[config.mk]
export PLATFORM = sky130hd
export DESIGN_NAME = sync_reg_bank
export DESIGN_NICKNAME = d
export VERILOG_FILES = /design/src/rtl/lbank_pkg.sv /design/src/rtl/sreg_seq.sv /design/src/rtl/sreg_cell.sv /design/src/rtl/sreg_linestat.sv /design/src/rtl/sync_reg_bank.sv
export SDC_FILE = /design/constraint.sdc
export NUM_CORES = 1
export LEC_CHECK = 0
export ABC_CLOCK_PERIOD_IN_PS = 3350
export BUFFER_PORTS_ARGS = -buffer_cell sky130_fd_sc_hd__buf_2
export CORE_ASPECT_RATIO = 1.5
export CORE_MARGIN = 2
export CORE_UTILIZATION = 40
export DETAILED_ROUTE_END_ITERATION = 16
export SYNTH_ARGS = -nofsm -noshare
export SYNTH_HDL_FRONTEND = slang
export SYNTH_SLANG_ARGS = --single-unit
[constraint.sdc]
create_clock -name clk_i -period 3.35 [get_ports clk_i]
set_input_delay 0.1675 -clock clk_i [delete_from_list [all_inputs] [get_ports clk_i]]
set_output_delay 0.1675 -clock clk_i [all_outputs]
set_load 0.05 [all_outputs]
[src/rtl/lbank_pkg.sv]
package lbank_pkg;
  localparam int unsigned ADDR_W  = 8;
  localparam int unsigned BYTE_W  = 8;
  localparam int unsigned WORD_W  = 2 * BYTE_W;
  localparam int unsigned CNT_W   = 7;
  localparam int unsigned NUM_CTL = 4;

  typedef enum logic [1:0] {LAT_NONE, LAT_V, LAT_H} latch_e;

  localparam logic [ADDR_W-1:0] CTL_ADDR [NUM_CTL] = '{8'h04, 8'h05, 8'h06, 8'h07};
  localparam int unsigned       CTL_BITS [NUM_CTL] = '{8, 12, 9, 5};
  localparam bit                CTL_WIDE [NUM_CTL] = '{1'b0, 1'b1, 1'b1, 1'b0};
  localparam bit                CTL_RDBK [NUM_CTL] = '{1'b1, 1'b1, 1'b0, 1'b1};
  localparam latch_e            CTL_LAT  [NUM_CTL] = '{LAT_NONE, LAT_V, LAT_H, LAT_H};

  localparam logic [ADDR_W-1:0] STAT_ADDR  = 8'h0C;
  localparam logic [CNT_W-1:0]  CNT_RELOAD = '1;
endpackage

[src/rtl/sreg_seq.sv]
module sreg_seq import lbank_pkg::*; (
  input  logic              clk_i,
  input  logic              rst_ni,
  input  logic              start_i,
  input  logic [ADDR_W-1:0] addr_i,
  input  logic              wr_i,
  input  logic              rd_i,
  input  logic [BYTE_W-1:0] wdata_i,
  input  logic              cur_wide_i,
  output logic [ADDR_W-1:0] addr_o,
  output logic              idx_o,
  output logic              wr_commit_o,
  output logic [WORD_W-1:0] wr_word_o
);
  logic [ADDR_W-1:0] addr_q;
  logic              idx_q;
  logic [BYTE_W-1:0] stage_q;

  always_ff @(posedge clk_i or negedge rst_ni) begin
    if (!rst_ni) begin
      addr_q  <= '0;
      idx_q   <= 1'b0;
      stage_q <= '0;
    end else if (start_i) begin
      addr_q <= addr_i;
      idx_q  <= 1'b0;
    end else if (wr_i || rd_i) begin
      if (wr_i && !idx_q) stage_q <= wdata_i;
      idx_q <= cur_wide_i ? ~idx_q : 1'b0;
    end
  end

  // a wide register commits only on its second byte
  assign wr_commit_o = wr_i && !start_i && (!cur_wide_i || idx_q);
  assign wr_word_o   = cur_wide_i ? {stage_q, wdata_i} : {{BYTE_W{1'b0}}, wdata_i};
  assign addr_o      = addr_q;
  assign idx_o       = idx_q;

  p_start_rewind_r11: assert property (@(posedge clk_i) disable iff (!rst_ni)
    start_i |=> (idx_q == 1'b0) && (addr_q == $past(addr_i)));
  p_narrow_no_advance_r2: assert property (@(posedge clk_i) disable iff (!rst_ni)
    (!start_i && (wr_i || rd_i) && !cur_wide_i) |=> !idx_q);
endmodule

[src/rtl/sreg_cell.sv]
module sreg_cell import lbank_pkg::*; #(
  parameter int unsigned WIDTH = 8,
  parameter latch_e      LATCH = LAT_NONE
) (
  input  logic             clk_i,
  input  logic             rst_ni,
  input  logic             commit_i,
  input  logic [WIDTH-1:0] wdata_i,
  input  logic             vsync_i,
  input  logic             hsync_i,
  output logic [WIDTH-1:0] shadow_o,
  output logic [WIDTH-1:0] value_o
);
  logic [WIDTH-1:0] shadow_q;

  always_ff @(posedge clk_i or negedge rst_ni) begin
    if (!rst_ni)       shadow_q <= '0;
    else if (commit_i) shadow_q <= wdata_i;
  end
  assign shadow_o = shadow_q;

  p_commit_load_r2: assert property (@(posedge clk_i) disable iff (!rst_ni)
    commit_i |=> shadow_q == $past(wdata_i));

  if (LATCH == LAT_NONE) begin : g_direct
    logic unused_sync;
    assign unused_sync = vsync_i ^ hsync_i;
    assign value_o = shadow_q;
  end else begin : g_sync
    logic             tick;
    logic [WIDTH-1:0] value_q;
    assign tick = (LATCH == LAT_V) ? vsync_i : hsync_i;

    always_ff @(posedge clk_i or negedge rst_ni) begin
      if (!rst_ni)   value_q <= '0;
      else if (tick) value_q <= shadow_q;
    end
    assign value_o = value_q;

    // R6 shares these for the horizontal variant
    p_sync_hold_r5: assert property (@(posedge clk_i) disable iff (!rst_ni)
      !tick |=> $stable(value_q));
    p_sync_load_r5: assert property (@(posedge clk_i) disable iff (!rst_ni)
      tick |=> value_q == $past(shadow_q));
  end
endmodule

[src/rtl/sreg_linestat.sv]
module sreg_linestat import lbank_pkg::*; (
  input  logic              clk_i,
  input  logic              rst_ni,
  input  logic              clr_i,
  input  logic              upd_i,
  input  logic [CNT_W-1:0]  low_i,
  input  logic [CNT_W-1:0]  up_i,
  input  logic              pic_i,
  output logic [CNT_W-1:0]  low_o,
  output logic [CNT_W-1:0]  up_o,
  output logic [WORD_W-1:0] word_o
);
  logic [CNT_W-1:0] low_q, up_q;

  always_ff @(posedge clk_i or negedge rst_ni) begin
    if (!rst_ni) begin
      low_q <= CNT_RELOAD;
      up_q  <= CNT_RELOAD;
    end else if (clr_i) begin
      low_q <= CNT_RELOAD;
      up_q  <= CNT_RELOAD;
    end else if (upd_i) begin
      low_q <= low_i;
      up_q  <= up_i;
    end
  end

  assign low_o  = low_q;
  assign up_o   = up_q;
  assign word_o = {pic_i, up_q, 1'b0, low_q};

  p_read_reload_r9: assert property (@(posedge clk_i) disable iff (!rst_ni)
    clr_i |=> (low_q == CNT_RELOAD) && (up_q == CNT_RELOAD));
  p_idle_hold_r10: assert property (@(posedge clk_i) disable iff (!rst_ni)
    (!clr_i && !upd_i) |=> $stable(low_q) && $stable(up_q));
endmodule

[src/rtl/sync_reg_bank.sv]
module sync_reg_bank import lbank_pkg::*; (
  input  logic                   clk_i,
  input  logic                   rst_ni,
  input  logic                   hst_start_i,
  input  logic [ADDR_W-1:0]      hst_addr_i,
  input  logic                   hst_wr_i,
  input  logic [BYTE_W-1:0]      hst_wdata_i,
  input  logic                   hst_rd_i,
  output logic [BYTE_W-1:0]      hst_rdata_o,
  input  logic                   vsync_i,
  input  logic                   hsync_i,
  input  logic                   blk_upd_i,
  input  logic [CNT_W-1:0]       blk_low_i,
  input  logic [CNT_W-1:0]       blk_up_i,
  input  logic                   blk_pic_i,
  output logic [CNT_W-1:0]       blk_low_o,
  output logic [CNT_W-1:0]       blk_up_o,
  output logic [CTL_BITS[0]-1:0] mode_o,
  output logic [CTL_BITS[1]-1:0] gain_o,
  output logic [CTL_BITS[2]-1:0] offs_o,
  output logic [CTL_BITS[3]-1:0] sel_o
);
  logic [ADDR_W-1:0]  addr_q;
  logic               idx_q, cur_wide, wr_commit, stat_hit, rd_fire, stat_clr;
  logic [WORD_W-1:0]  wr_word, rd_word, stat_word;
  logic [NUM_CTL-1:0] hit;
  logic [WORD_W-1:0]  ctl_word [NUM_CTL];
  logic [BYTE_W-1:0]  rdata_q, hold_q;

  sreg_seq u_seq (
    .clk_i       (clk_i),
    .rst_ni      (rst_ni),
    .start_i     (hst_start_i),
    .addr_i      (hst_addr_i),
    .wr_i        (hst_wr_i),
    .rd_i        (hst_rd_i),
    .wdata_i     (hst_wdata_i),
    .cur_wide_i  (cur_wide),
    .addr_o      (addr_q),
    .idx_o       (idx_q),
    .wr_commit_o (wr_commit),
    .wr_word_o   (wr_word)
  );

  always_comb begin
    cur_wide = 1'b0;
    rd_word  = '0;
    stat_hit = (addr_q == STAT_ADDR);
    for (int i = 0; i < NUM_CTL; i++) begin
      hit[i] = (addr_q == CTL_ADDR[i]);
      if (hit[i]) begin
        cur_wide = CTL_WIDE[i];
        if (CTL_RDBK[i]) rd_word = ctl_word[i];
      end
    end
    if (stat_hit) begin
      cur_wide = 1'b1;
      rd_word  = stat_word;
    end
  end

  for (genvar g = 0; g < NUM_CTL; g++) begin : g_ctl
    localparam int unsigned W = CTL_BITS[g];
    logic [W-1:0] shadow, value;
    sreg_cell #(.WIDTH(W), .LATCH(CTL_LAT[g])) u_cell (
      .clk_i    (clk_i),
      .rst_ni   (rst_ni),
      .commit_i (wr_commit && hit[g]),
      .wdata_i  (wr_word[W-1:0]),
      .vsync_i  (vsync_i),
      .hsync_i  (hsync_i),
      .shadow_o (shadow),
      .value_o  (value)
    );
    assign ctl_word[g] = WORD_W'(shadow);
  end

  assign mode_o = g_ctl[0].value;
  assign gain_o = g_ctl[1].value;
  assign offs_o = g_ctl[2].value;
  assign sel_o  = g_ctl[3].value;

  assign rd_fire  = hst_rd_i && !hst_start_i;
  assign stat_clr = rd_fire && stat_hit && !idx_q;

  sreg_linestat u_stat (
    .clk_i  (clk_i),
    .rst_ni (rst_ni),
    .clr_i  (stat_clr),
    .upd_i  (blk_upd_i),
    .low_i  (blk_low_i),
    .up_i   (blk_up_i),
    .pic_i  (blk_pic_i),
    .low_o  (blk_low_o),
    .up_o   (blk_up_o),
    .word_o (stat_word)
  );

  // first byte snapshots the word; second byte serves the snapshot
  always_ff @(posedge clk_i or negedge rst_ni) begin
    if (!rst_ni) begin
      rdata_q <= '0;
      hold_q  <= '0;
    end else if (rd_fire) begin
      if (!idx_q) begin
        hold_q  <= rd_word[BYTE_W-1:0];
        rdata_q <= cur_wide ? rd_word[WORD_W-1:BYTE_W] : rd_word[BYTE_W-1:0];
      end else begin
        rdata_q <= hold_q;
      end
    end
  end
  assign hst_rdata_o = rdata_q;

  p_wo_reads_zero_r7: assert property (@(posedge clk_i) disable iff (!rst_ni)
    (rd_fire && hit[2]) |=> hst_rdata_o == '0);
  p_ro_write_ignored_r10: assert property (@(posedge clk_i) disable iff (!rst_ni)
    (hst_wr_i && stat_hit && !blk_upd_i && !stat_clr) |=> $stable(blk_low_o) && $stable(blk_up_o));
  p_unmapped_write_r10: assert property (@(posedge clk_i) disable iff (!rst_ni)
    (hst_wr_i && hit == '0) |=> $stable(mode_o));
  p_strobe_excl_r11: assert property (@(posedge clk_i) disable iff (!rst_ni)
    $onehot0({hst_start_i, hst_wr_i, hst_rd_i}));
endmodule

Word-level counts from Yosys, hierarchy flattened. Index checks and enable logic that the tools add are counted.

Multiplexer cells: 18. Bitwise operators: 2. Equal/unequal tests: 5. Reductions and logical operators: 19.

Operators by type and width (count): $eq A8 B3 Y1 const B (4); $mux W16 (2); $mux W7 (4); $mux W12 (2); $mux W8 (3); $logic_and A1 B1 Y1 (10); $eq A8 B4 Y1 const B (1); $mux W1 (7); $reduce_bool A2 Y1 (2); $logic_not A1 Y1 (3); $reduce_and A3 Y1 (1); $logic_or A1 B1 Y1 (2); $not A1 Y1 (2); $reduce_and A2 Y1 (1).

Output and inout bits: 56. Logic and storage cells: 58. Bits of input ports: 39. Register bits: 103.

Logic depth before layout (Yosys ltp).
Depth after elaboration: 9. Gate-level depth with buffers: 7.

Hierarchy. A second synthesis with hierarchy kept.

Cells, all modules: 399. Area, all modules: 5311.3 µm².

Modules (own cells, without submodules): sync_reg_bank (instances 1, cells an instance 146, area each 1300.0 µm², sequential area each 400.4 µm²); sreg_cell at g_ctl[1].u_cell (instances 1, cells an instance 50, area each 968.4 µm², sequential area each 600.6 µm²); sreg_seq (instances 1, cells an instance 57, area each 788.3 µm², sequential area each 425.4 µm²); sreg_linestat (instances 1, cells an instance 63, area each 757.0 µm², sequential area each 367.9 µm²); sreg_cell at g_ctl[2].u_cell (instances 1, cells an instance 38, area each 743.2 µm², sequential area each 450.4 µm²); sreg_cell at g_ctl[0].u_cell (instances 1, cells an instance 25, area each 391.6 µm², sequential area each 200.2 µm²); sreg_cell at g_ctl[3].u_cell (instances 1, cells an instance 20, area each 362.8 µm², sequential area each 250.2 µm²).

Worst setup path before layout. No wires, ideal clock.

Kind: flip-flop to flip-flop. Start point: register u_seq.addr_q[6] (netlist: u_seq.addr_o[6]). End point: register g_ctl[1].u_cell.shadow_q[1]. Required time: 3225 ps. Setup slack: 1256 ps. Arrival time: 1969 ps. Library setup time: 125 ps. Buffers on the path: 1. Cell stages (with the launch flop): 6. Period minus slack after synthesis: 2094 ps. Path through: dfrtp_1 -> or4_4 -> nor4_4 -> o2111a_2 -> buf_6 -> mux2_2.

Cells in the longest elaborated chain, start to end: 9. Elaborated cells between the ends (all ways): 12. Classes of those cells: eq/ne (4); mux (4); reduce/logical (4).

Ends and longest elaborated chain: start, declared (RTL line sreg_seq.sv:15) `logic [ADDR_W-1:0] addr_q;`; start signal, assigned (RTL line sreg_seq.sv:25) `addr_q <= addr_i;`; $eq A8 B3 Y1 (RTL line sync_reg_bank.sv:50) `hit[i] = (addr_q == CTL_ADDR[i]);`; $mux W1 (3 in series) (RTL line sync_reg_bank.sv:51) `if (hit[i]) begin`; $mux W1 (RTL line sync_reg_bank.sv:56) `if (stat_hit) begin`; $logic_not A1 Y1 (RTL line sreg_seq.sv:34) `assign wr_commit_o = wr_i && !start_i && (!cur_wide_i || idx_q);`; $logic_or A1 B1 Y1 (RTL line sreg_seq.sv:34); $logic_and A1 B1 Y1 (RTL line sreg_seq.sv:34); $logic_and A1 B1 Y1 * (RTL line sync_reg_bank.sv:68) `.commit_i (wr_commit && hit[g]),`; end signal, assigned (RTL line sreg_cell.sv:18) `else if (commit_i) shadow_q <= wdata_i;`; end, declared (RTL line sreg_cell.sv:14) `logic [WIDTH-1:0] shadow_q;`.

Mark *: on every way between the ends. The rest lies on a longest branch, timed or not. A chain may end at the register's enable or synchronous reset.

Worst setup path in the final report. Same ends and word-level chain as after synthesis.

==> results.py <==
metrics = {
    "run_status": {
        "status": "finished clean",
    },
    "clock_tree": {
        "clk_pin_slew_ns": 0.07,
        "post_cts_resized": 0,
        "hold_buffers": 1,
        "clk_path_buf_depth": 2,
        "worst_skew_pair.late_latency_ns": 0.35,
        "cts_sinks": 103,
        "cts_root_buffer": "clkbuf_16",
        "cts_tree": "done",
        "htree_levels": 3,
        "numCtsBuffers": 9,
        "cts_setup_buffers": 0,
    },
    "detailed_routing": {
        "post_drt_wl_per_cell_um": 18.5,
        "via_count": 3056,
        "drt_first_pass_iters": 4,
        "drc": 0,
        "via_per_inst": 5.21,
        "ant_nets": 0,
        "wirelength_um": 10900,
        "drtIter0Drc": 138,
    },
    "power": {
        "ir_worst_vdd_v": 0.000273,
        "finalPower_w": 0.00282,
        "p_leak_nw": 2.74,
        "powerDensity_nw_per_um2": 525,
    },
    "worst_setup_path": {
        "rr_worst_depth": 4,
        "critPathBufInv": 0,
        "rrSetupSlack_ns": 1.11,
        "max_stage_delay_ns": 0.59,
        "cp-end-kind": "register",
        "worstSetupPathType": "reg -> reg",
        "cp_data_arrival_time_ns": 2.47,
        "crit_path_start": "u_seq.addr_o[6]",
        "path_delay_family": "simple AND/OR/NAND/NOR gates",
        "required_ns": 3.59,
        "cp_cell_sequence": "or4_4 -> nor4_4 -> o2111a_2 -> mux2_2",
        "endpoint": "g_ctl[1].u_cell.shadow_o[1]",
        "critPathLaunchType": "register",
        "slowest_stage": "or4_4",
        "r2r_end": "g_ctl[1].u_cell.shadow_o[1]",
        "path_depth": 4,
        "r2r-start": "u_seq.addr_o[6]",
        "path_max_fanout": 12,
    },
    "logic_synthesis": {
        "synthArstFlopShare": 1.00,
        "synth_warnings": 0,
        "syn_nets": 380,
        "yosysSeqAreaShare": 0.584,
        "ys_ff_latch": 103,
        "syn-mean-instance-area_um2": 13.0,
        "syn_area_um2": 4440,
        "synthTopCellsByArea": "dfrtp_1 50%, mux2_2 18%, dfstp_2 8.3%",
        "yosys.area.top_type": "dfrtp_1",
        "yosysUniqueCellTypes": 39,
        "ys.flop_type": "dfrtp_1",
        "synth_top_area_frac": 0.501,
        "syn_inst": 341,
        "synth_edf_count": 0,
    },
    "floorplanning": {
        "std_cell_rows": 47,
        "dieHeight_um": 133,
        "ios": 95,
        "start_util": 0.406,
        "die_w_um": 90.1,
        "core_area_um2": 10900,
        "die-area_um2": 12000,
    },
    "sta": {
        "max_freq_ghz": 0.447,
        "fin_worst_skew_ns": 0.00441,
        "post-route-min-period_ns": 2.24,
        "finalMaxSlewViolations": 0,
        "whs_ns": 0.0390,
        "setup_viol": 0,
        "setup_ws_ns": 1.11,
        "worstMarginPinSlew_ns": 0.719,
        "fin_crit_sh": 0.668,
        "rsz0062_at_grt": "false",
        "setup_tns_ns": 0,
        "maxSlewHeadroom": 0.516,
        "hold_viol": 0,
    },
    "final_layout": {
        "antenna_cells": 0,
        "mostFrequentLayoutCells": "93 x buf_2, 89 x dfrtp_1, 71 x mux2_2",
        "area_growth_pct": 20.9,
        "layout_commonest_cell": "buf_2",
        "nets": 474,
        "finalCoreUtilization": 0.491,
        "drive_gt1_frac": 0.461,
    },
    "worst_hold_path": {
        "hold_class": "in -> reg",
    },
    "global_route": {
        "antenna_found_initial": 0,
        "grt_pass1_vias": 3233,
        "grt_overflow": 0,
        "grt_max_degree": 40,
        "grt_use_total": 0.192,
        "grt_pass1_wl_um": 17800,
    },
    "place": {
        "hpwlAfterDp_um": 8200,
        "port_buffers": 94,
        "pre_cts_slack_ns": 1.11,
        "gp_congestion": 0.822,
    },
    "run": {
        "max_cap_violations": 0,
    },
}
## state kept, by name, summed over array words and instances, names as in the netlist
register and cells:
u_seq.stage_q 4, hst_rdata_o 8, u_stat.low_o 7, u_seq.addr_o 8
u_seq.idx_o 1, g_ctl.u_cell.value_o 26, g_ctl.u_cell.shadow_o 34, u_stat.up_o 7
hold_q 8
## through the flow
| stage | cell area, µm² | std cells |
|---|---|---|
| after floorplan | 4440 | 341 |
| after global placement | 5060 | 570 |
| after detailed placement | 5060 | 570 |
| after CTS | 5370 | 587 |
| after global routing | 5370 | 587 |
| final | 5370 | 587 |
## synthesized netlist by cell type (all sizes together), types with 2 or more instances
library cell and count:
nand4b 2, buf 4, nor3b 3, a221o 3, a221oi 4, o22ai 6, a22o 4, inv 3
mux2 71, clkbuf 12, nor2b 4, o31ai 5, nand2b 2, o2bb2a 2, a21oi 10, nor3 6
nand2 25, and3 7, o21a 3, a2bb2oi 2, dfrtp 89, or3 2, dfstp 14, nor2 17
o21ai 6, mux2i 20, nand3 5, nor4 2
## worst min-delay path by stage
stage	from	to	slack, ns	cells after the start
finish	blk_low_i[5]	u_stat.low_o[5]	0.04	3
global route	blk_low_i[5]	u_stat.low_o[5]	0.04	3
CTS	blk_up_i[6]	u_stat.up_o[6]	0.03	3
detailed placement	rst_ni	g_ctl[1].u_cell.value_o[10]	0.18	1
global placement	rst_ni	g_ctl[1].u_cell.value_o[6]	0.16	1
floorplan	rst_ni	g_ctl[0].u_cell.shadow_o[0]	-0.13	0
## where the power goes
group / switching [W] / internal (W) / leakage (nW) / total, W
clock network: 0.000468 / 0.000585 / 0.139 / 0.00105
registers: 0.0000592 / 0.00132 / 1.35 / 0.00138
logic: 0.000265 / 0.000120 / 1.26 / 0.000385
total: 0.000793 / 0.00202 / 2.74 / 0.00282
## worst register-to-register path, cell delays in order, from the launching register on
cell	delay, ns
dfrtp_1	0.39
or4_4	0.59
nor4_4	0.32
o2111a_2	0.45
mux2_2	0.38
## layout make-up
cell class              instances  area [µm²]
clock buffers                  10         229
inverters                       3        11.3
fillers                      1045        5570
well taps                     147         184
repair buffers                 99         513
multi-input cells             219        1770
clock inverters                 6        68.8
flip-flops and latches        103        2590
## cell families after synthesis
logic type | share of synthesized area
buffers and inverters | 0.0177
XOR/XNOR | 0.00197
AND/OR/NAND/NOR | 0.0924
flip-flops | 0.584
AO/OA/AOI/OAI | 0.0789
multiplexers | 0.225
## per-layer routing
layer,part of all wire,wire [µm],up-vias,GRT usage
met3,0.031,334,21,0.0336
met5,0,0,-,0
met4,0.035,381,0,0.0906
met2,0.53,5770,67,0.336
li1,-,-,1438,-
met1,0.40,4400,1530,0.229
(Power assumes the default switching activity.)
